<file path="config.mk">
export PLATFORM = sky130hd
export DESIGN_NAME = secded64_codec
export DESIGN_NICKNAME = d
export VERILOG_FILES = /design/src/rtl/secded64_pkg.sv /design/src/rtl/secded64_encoder.sv /design/src/rtl/secded64_locator.sv /design/src/rtl/secded64_fixer.sv /design/src/rtl/secded64_codec.sv
export SDC_FILE = /design/constraint.sdc
export NUM_CORES = 1
export LEC_CHECK = 0
export BUFFER_PORTS_ARGS = -buffer_cell sky130_fd_sc_hd__buf_4
export CORE_MARGIN = 4
export CORE_UTILIZATION = 50
export CTS_CLUSTER_SIZE = 12
export DETAILED_ROUTE_END_ITERATION = 10
export GPL_TIMING_DRIVEN = 0
export PLACE_DENSITY_LB_ADDON = 0.12
export SLEW_MARGIN = 20
export SYNTH_ARGS = -nofsm -noshare
export SYNTH_HDL_FRONTEND = slang
export SYNTH_SLANG_ARGS = --single-unit
</file>
<file path="constraint.sdc">
create_clock -name clk -period 1.43 [get_ports clk]
set_input_delay 0.2145 -clock clk [delete_from_list [all_inputs] [get_ports clk]]
set_output_delay 0.2145 -clock clk [all_outputs]
set_load 0.1 [all_outputs]
</file>
<file path="src/rtl/secded64_pkg.sv">
package secded64_pkg;
  localparam int DATA_W = 64;
  localparam int CHK_W  = 8;
  localparam int IDX_W  = $clog2(DATA_W);

  typedef enum logic [1:0] {
    CLS_CLEAN = 2'd0,
    CLS_DATA  = 2'd1,
    CLS_CHECK = 2'd2,
    CLS_FATAL = 2'd3
  } err_class_e;

  // Parity selection mask for check bit i (high word covers data 63:32)
  function automatic logic [DATA_W-1:0] mask_row(input int unsigned i);
    case (i)
      0: return 64'hF00FE11E_C33C0FF7;
      1: return 64'h00FF00FF_00FFF0FF;
      2: return 64'h0F0F0F0F_0F0FFF00;
      3: return 64'h11113333_7777000F;
      4: return 64'h22224444_8888222F;
      5: return 64'h44448888_FFFF4441;
      6: return 64'h8888FFFF_11118882;
      7: return 64'hFFFF1111_22221114;
      default: return '0;
    endcase
  endfunction

  function automatic logic [CHK_W-1:0] check_of(input logic [DATA_W-1:0] d);
    logic [CHK_W-1:0] c;
    for (int i = 0; i < CHK_W; i++) c[i] = ^(d & mask_row(i));
    return c;
  endfunction

  // Syndrome produced by a flip of data bit b
  function automatic logic [CHK_W-1:0] column_of(input int unsigned b);
    logic [CHK_W-1:0] c;
    logic [DATA_W-1:0] m;
    for (int i = 0; i < CHK_W; i++) begin
      m    = mask_row(i);
      c[i] = m[b];
    end
    return c;
  endfunction
endpackage

</file>
<file path="src/rtl/secded64_encoder.sv">
module secded64_encoder
  import secded64_pkg::*;
(
  input  logic [DATA_W-1:0] data_i,
  output logic [CHK_W-1:0]  check_o
);
  assign check_o = check_of(data_i);
endmodule

</file>
<file path="src/rtl/secded64_locator.sv">
module secded64_locator
  import secded64_pkg::*;
(
  input  logic [CHK_W-1:0] syndrome_i,
  output err_class_e       class_o,
  output logic [IDX_W-1:0] index_o
);
  logic [DATA_W-1:0] col_hit;
  logic [IDX_W-1:0]  data_idx;
  logic [IDX_W-1:0]  chk_idx;
  logic              any_col;
  logic              single_bit;

  for (genvar b = 0; b < DATA_W; b++) begin : g_col
    assign col_hit[b] = (syndrome_i == column_of(b));
  end

  assign any_col    = |col_hit;
  assign single_bit = ($countones(syndrome_i) == 1);

  // Lowest matching column wins: scan downward, last hit assigned is lowest
  always_comb begin
    data_idx = '0;
    for (int b = DATA_W - 1; b >= 0; b--)
      if (col_hit[b]) data_idx = IDX_W'(b);
  end

  always_comb begin
    chk_idx = '0;
    for (int i = CHK_W - 1; i >= 0; i--)
      if (syndrome_i[i]) chk_idx = IDX_W'(i);
  end

  always_comb begin
    if (syndrome_i == '0) begin
      class_o = CLS_CLEAN;
      index_o = '0;
    end else if (any_col) begin
      class_o = CLS_DATA;
      index_o = data_idx;
    end else if (single_bit) begin
      class_o = CLS_CHECK;
      index_o = chk_idx;
    end else begin
      class_o = CLS_FATAL;
      index_o = '0;
    end
  end
endmodule

</file>
<file path="src/rtl/secded64_fixer.sv">
module secded64_fixer
  import secded64_pkg::*;
(
  input  logic [DATA_W-1:0] data_i,
  input  err_class_e        class_i,
  input  logic [IDX_W-1:0]  index_i,
  output logic [DATA_W-1:0] data_o
);
  logic [DATA_W-1:0] flip_mask;
  assign flip_mask = (class_i == CLS_DATA) ? (DATA_W'(1) << index_i) : '0;
  assign data_o    = data_i ^ flip_mask;
endmodule

</file>
<file path="src/rtl/secded64_codec.sv">
module secded64_codec
  import secded64_pkg::*;
(
  input  logic              clk,
  input  logic              rst_n,
  input  logic [DATA_W-1:0] enc_data_i,
  output logic [CHK_W-1:0]  enc_check_o,
  input  logic              chk_valid_i,
  input  logic [DATA_W-1:0] chk_data_i,
  input  logic [CHK_W-1:0]  chk_ecc_i,
  output logic              out_valid_o,
  output logic [CHK_W-1:0]  syndrome_o,
  output logic [1:0]        err_class_o,
  output logic [IDX_W-1:0]  bad_bit_o,
  output logic [DATA_W-1:0] corr_data_o
);
  logic [CHK_W-1:0]  recomputed;
  logic [CHK_W-1:0]  syn_c;
  err_class_e        cls_c;
  logic [IDX_W-1:0]  idx_c;
  logic [DATA_W-1:0] fix_c;
  err_class_e        cls_q;

  secded64_encoder u_enc_wr (.data_i(enc_data_i), .check_o(enc_check_o));
  secded64_encoder u_enc_rd (.data_i(chk_data_i), .check_o(recomputed));

  assign syn_c = recomputed ^ chk_ecc_i;

  secded64_locator u_loc (.syndrome_i(syn_c), .class_o(cls_c), .index_o(idx_c));

  secded64_fixer u_fix (
    .data_i(chk_data_i), .class_i(cls_c), .index_i(idx_c), .data_o(fix_c)
  );

  always_ff @(posedge clk or negedge rst_n) begin
    if (!rst_n) begin
      out_valid_o <= 1'b0;
      syndrome_o  <= '0;
      cls_q       <= CLS_CLEAN;
      bad_bit_o   <= '0;
      corr_data_o <= '0;
    end else begin
      out_valid_o <= chk_valid_i;
      if (chk_valid_i) begin
        syndrome_o  <= syn_c;
        cls_q       <= cls_c;
        bad_bit_o   <= idx_c;
        corr_data_o <= fix_c;
      end
    end
  end

  assign err_class_o = cls_q;
endmodule

</file>
==> results of run 1 <==
==> per-layer routing <==
layer	global-route usage	overflow
met1	0.7758	0
met2	0.9263	62
met3	0.6432	2
met4	0.7491	44
met5	0.2506	0
==> cell usage after synthesis, drive strengths merged, types with 18 or more instances <==
| cell type | instances |
|---|---|
| xnor2 | 245 |
| a31oi | 46 |
| nor2 | 101 |
| nor4 | 18 |
| nand2 | 60 |
| or3 | 25 |
| clkbuf | 51 |
| nand3 | 21 |
| dfrtp | 81 |
| o21ai | 45 |
| or4 | 20 |
| xor2 | 38 |
| inv | 21 |
| o31ai | 24 |
| a21oi | 41 |
==> through the flow <==
| stage | util | instances | worst slack, ns | instance area (um^2) | hold slack [ns] |
|---|---|---|---|---|---|
| after floorplan | - | 1020 | -3.746 | 9590 | -0.08109 |
| after global placement | 0.6875 | 1466 | -5.141 | 11560 | 0.3348 |
| after detailed placement | 0.6878 | 1466 | -5.166 | 11570 | 0.3388 |
| after CTS | 0.8418 | 1556 | -4.083 | 14160 | 0.06499 |
==> logic make-up after synthesis <==
| kind of cell | count (synthesis) | share of synthesized area |
|---|---|---|
| and+or+nand+nor | 284 | 0.1616 |
| adders and majority gates | 19 | 0.03081 |
| buffers and inverters | 85 | 0.03945 |
| muxes | 25 | 0.03081 |
| DFF | 81 | 0.2333 |
| AOI/OAI and AO/OA | 231 | 0.1785 |
| xor gates and xnor gates | 295 | 0.3256 |
==> timing repair <==
action,CTS
pin swaps,159
endpoints found under the hold margin,1
resized for setup,288
setup endpoints to repair,88
buffers inserted,75
cloned,4
hold buffers,1
==> results.md, run 1 <==
* Register area share after synthesis at 0.2333
* Largest net degree at the start of global routing at 82
* H-tree Lvls at 3
* Flip-flop and latch count after synthesis at 81
* Total congestion overflow at 108
* Clk buf depth at 2
* TritonCTS buffer count at 9
* Initial core utilization at 0.5167
* Final Wtd Congestion at 1.035
* Count of flip-flops with a built-in enable after synthesis at 0
* Library cells used by synthesis at 79
* Synthesized Nets at 1178
* Root Driver: sky130_fd_sc_hd__clkbuf_16
* Primary flip-flop cell chosen by synthesis mapping: sky130_fd_sc_hd__dfrtp_1
* Die height at 139.8 um
* I/O Pins at 228
* Area leader, netlist: sky130_fd_sc_hd__xnor2_1
* Top cells by area in the synthesized netlist: sky130_fd_sc_hd__xnor2_1 (24%), sky130_fd_sc_hd__dfrtp_1 (23%), sky130_fd_sc_hd__nor2_1 (4.3%)
* Post-synthesis cell area at 8690 um^2
* Last step reached: global routing
* Error message: [ERROR GRT-0232] Routing congestion too high. Check the congestion heatmap in the GUI.
* Number of standard-cell rows in the floorplan at 47
* Overall routing resource usage at 0.7719
* DP Wirelength at 28490 um
* Ys Warns at 0
* Die width at 139.8 um
* Result of the run: stopped before the end
* Number of buffers inserted by port buffering at 226
* Average size of a mapped cell at 8.519 um^2
* FFs w/ async S/R, synth at 1.000
* Area share of the largest cell type after synthesis at 0.2419
* Gate count of the mapped netlist at 1020
* Number of clock sinks at 81
==> run 2: changes to the inputs <==
--- a/config.mk
+++ b/config.mk
@@ -7,11 +7,10 @@
 export LEC_CHECK = 0
 export BUFFER_PORTS_ARGS = -buffer_cell sky130_fd_sc_hd__buf_4
 export CORE_MARGIN = 4
-export CORE_UTILIZATION = 50
-export CTS_CLUSTER_SIZE = 12
+export CORE_UTILIZATION = 40
 export DETAILED_ROUTE_END_ITERATION = 10
 export GPL_TIMING_DRIVEN = 0
-export PLACE_DENSITY_LB_ADDON = 0.12
+export PLACE_DENSITY_LB_ADDON = 0.15
 export SLEW_MARGIN = 20
 export SYNTH_ARGS = -nofsm -noshare
 export SYNTH_HDL_FRONTEND = slang
==> constraint.sdc (replaced) <==
create_clock -name clk -period 1.85 [get_ports clk]
set_input_delay 0.2775 -clock clk [delete_from_list [all_inputs] [get_ports clk]]
set_output_delay 0.2775 -clock clk [all_outputs]
set_load 0.1 [all_outputs]
==> results.md, run 2 <==
* DP Wirelength at 29640 um (+4.0%)
* Library cells used by synthesis at 79 (unchanged)
* Average size of a mapped cell at 8.519 um^2 (unchanged)
* FFs w/ async S/R, synth at 1.000 (unchanged)
* Setup repair after global routing missed its margin: true
* Top cells by area in the synthesized netlist: sky130_fd_sc_hd__xnor2_1 (24%), sky130_fd_sc_hd__dfrtp_1 (23%), sky130_fd_sc_hd__nor2_1 (4.3%)
* Die height at 155.4 um (+11%)
* Worst stage delay on the critical path at 0.54 ns
* Detail-routed net length per standard cell at 27.60 um
* Cell chain of the critical path: buf_8 > xnor3_2 > buf_12 > xnor2_4 > xor3_2 > xnor3_2 > buf_8 > clkbuf_16 > nand2_1 > fa_1 > inv_2 > fa_1 > ha_2 > fa_1 > nor4b_4 > nand2_1 > nor2_2 > o21a_1 > a21o_4 > nand4_1 > buf_4 > or3_1 > a31oi_1
* Post-synthesis cell area at 8690 um^2 (unchanged)
* Count of flip-flops with a built-in enable after synthesis at 0 (unchanged)
* Largest net degree at the start of global routing at 82
* Synthesized Nets at 1178 (unchanged)
* Cell family with the largest share of critical-path delay: adder cells
* Number of clock sinks at 81 (unchanged)
* Top sig layer: met4
* Number of flip-flops in the largest register at 64
* Reg with most FFs: corr_data_o
* Overall routing resource usage at 0.3258
* Most frequent standard cell in the layout excluding fill and tap cells: sky130_fd_sc_hd__buf_4
* Regs by FF count: corr_data_o (64), syndrome_o (8), bad_bit_o (6)
* Layout Area Growth over Synthesis at 75.48%
* Number of buffers inserted by port buffering at 226 (unchanged)
* Critical register-to-register path startpoint: corr_data_o[62]
* Clock tree from TritonCTS: built
* Met3 Routed Length at 4607 um
* Remaining design rule violation count at 0
* Final critical-path setup slack at -3.910 ns
* Critical Path Source: chk_data_i[24]
* Crit Path Class: primary input to flip-flop
* Final worst path period share at 3.113
* Data required, critical path at 2.07 ns
* Capturing element type of the critical path: flip-flop
* Tmin final at 5.760 ns
* Most common cell in the netlist: sky130_fd_sc_hd__xnor2_1
* Area share of the largest cell type after synthesis at 0.2419 (unchanged)
* Primary flip-flop cell chosen by synthesis mapping: sky130_fd_sc_hd__dfrtp_1
* Final net count at 1519
* Hold Violations, Final at 41
* Post-Route Utilization at 0.7186
* Launching element type of the critical path: primary input
* Gate count of the mapped netlist at 1020 (unchanged)
* Clk buf depth at 2 (unchanged)
* Area leader, netlist: sky130_fd_sc_hd__xnor2_1
* Count of hold buffers inserted by post-cts repair at 0 (-1)
* Fraction of final layout cells with drive strength greater than 1 at 0.5015
* Die Outline Area at 24150 um^2
* Drt via density at 6.146
* Antenna violations before repair at 0
* Global-route wire length before repair at 59460 um
* Result of the run: finished with violations
* H-tree Lvls at 3 (unchanged)
* Pins over their slew limit at 0
* Count of antenna diodes in the layout at 0
* Ys Warns at 0 (unchanged)
* Clock insertion delay at the later pin of the skew report at 0.36 ns
* Maximum fanout count along the critical path at 8
* Clk_skew at 0 ns
* Root Driver: sky130_fd_sc_hd__clkbuf_16
* TritonCTS buffer count at 9 (unchanged)
* Combined buffer and inverter count along the critical path at 6
* Final Wtd Congestion at 0.9722 (-6.0%)
* Initial core utilization at 0.4095 (-0.1072)
* Top cells by instance count after synthesis: sky130_fd_sc_hd__xnor2_1 (240), sky130_fd_sc_hd__nor2_1 (99), sky130_fd_sc_hd__dfrtp_1 (81)
* Number of standard-cell rows in the floorplan at 53 (+13%)
* Pin slew with the least headroom to its limit at 1.167 ns
* Met2 WL at 21560 um
* Final sum of negative setup slack at -245.56 ns
* Hold slack at -0.03937 ns
* Routed WL at 45290 um
* Total congestion overflow at 0
* Arrival time worst endpoint at 5.98 ns
* Achievable clock frequency at 173.6 MHz
* Detailed-routing iteration count for the pre-antenna-repair pass at 8
* Die width at 155.4 um (+11%)
* Clock-pin slew on the worst setup and hold paths at 0.08 ns
* Number of setup violations in the final report at 86
* Failing checks: negative hold slack, negative setup slack
* Rel. slew slack at 0.2166
* Count of max-cap constraint violations at 0
* Number of nets still failing antenna checks after routing at 0
* Flip-flop and latch count after synthesis at 81 (unchanged)
* Critical-path top delay cell: sky130_fd_sc_hd__fa_1
* Total vias in the final route at 10090
* Area of the core at 21220 um^2
* Library cell appearing most often on the critical path: sky130_fd_sc_hd__fa_1
* Number of global-route vias before repair at 9466
* Final standard cell count with taps included and fillers excluded at 1641
* Violation count after the first detailed-routing iteration at 1008
* Wire length on met1 at 16520 um
* Register area share after synthesis at 0.2333 (unchanged)
* Class of the worst hold path: primary input to asynchronous set/reset pin
* Leading cell types in the layout, fill and taps excluded: sky130_fd_sc_hd__buf_4 (247), sky130_fd_sc_hd__xnor2_1 (105), sky130_fd_sc_hd__nor2_1 (93)
* Placed Cells at 1521 (+3.8%)
* I/O Pins at 228 (unchanged)
* Number of inserted filler cells in the final layout at 1409
## run 2: worst paths after layout
path | endpoint | slack (ns) | cells past startpoint
max | corr_data_o[62] | -3.91 | 23
min | corr_data_o[14] | -0.04 | 1
max reg2reg | corr_data_o[62] | 0.90 | 2
min reg2reg | syndrome_o[7] | 0.52 | 1
max in group asynchronous | corr_data_o[59] | 1.36 | 1
min in group clk | out_valid_o | 0.04 | 1
## run 2: cell type report
class                      instances  area (um^2)  area share
clock inverter                     5        62.56    0.004103
inverter                          21        83.83    0.005498
buffer                            62        539.3     0.03537
clock buffer                      11        242.7     0.01592
multi-input combinational        854         8833      0.5793
sequential                        81         2027      0.1329
tap                              275        344.1     0.02256
timing repair buffer             332         3115      0.2043
## run 2: per-layer routing
metal / track usage / up-vias
met4: 0.1042 / 0
met5: 0 / -
met3: 0.07844 / 182
met1: 0.4207 / 4880
met2: 0.5392 / 708
li1: - / 4315
## run 2: kinds of logic after synthesis
logic type,synth area share
XOR/XNOR,0.3256
AND/OR/NAND/NOR,0.1616
AO/OA/AOI/OAI,0.1785
buffers and inverters,0.03945
flip-flops,0.2333
multiplexers,0.03081
adder cells (fa/ha/maj),0.03081
## run 2: timing repair
item | in CTS | in global routing
resized for setup | 228 | 219
endpoints found under the hold margin | 0 | 0
pin swaps | 143 | 158
endpoints found under the setup margin | 87 | 88
cloned | 5 | 3
buffers inserted | 54 | 48
## run 2: through the flow
stage,area (um^2),hold WS [ns],setup WS [ns]
floorplan,9564,-0.01809,-3.391
global placement,11600,0.3991,-4.834
detailed placement,11610,0.4052,-4.845
CTS,13710,0.03311,-3.705
global route,15250,0.02568,-4.259
finish,15250,-0.03937,-3.910
## run 2: worst reg2reg max path, delay by kind of cell, from the launching register on
family	cells	cell delay (ns)
and+or+nand+nor	1	0.07
AOI/OAI and AO/OA	1	0.35
DFF	1	0.39
Power of run 2 is left out: the tool's default activity adds up to more than one toggle a clock period on the data nets, which glitch-free logic cannot reach.
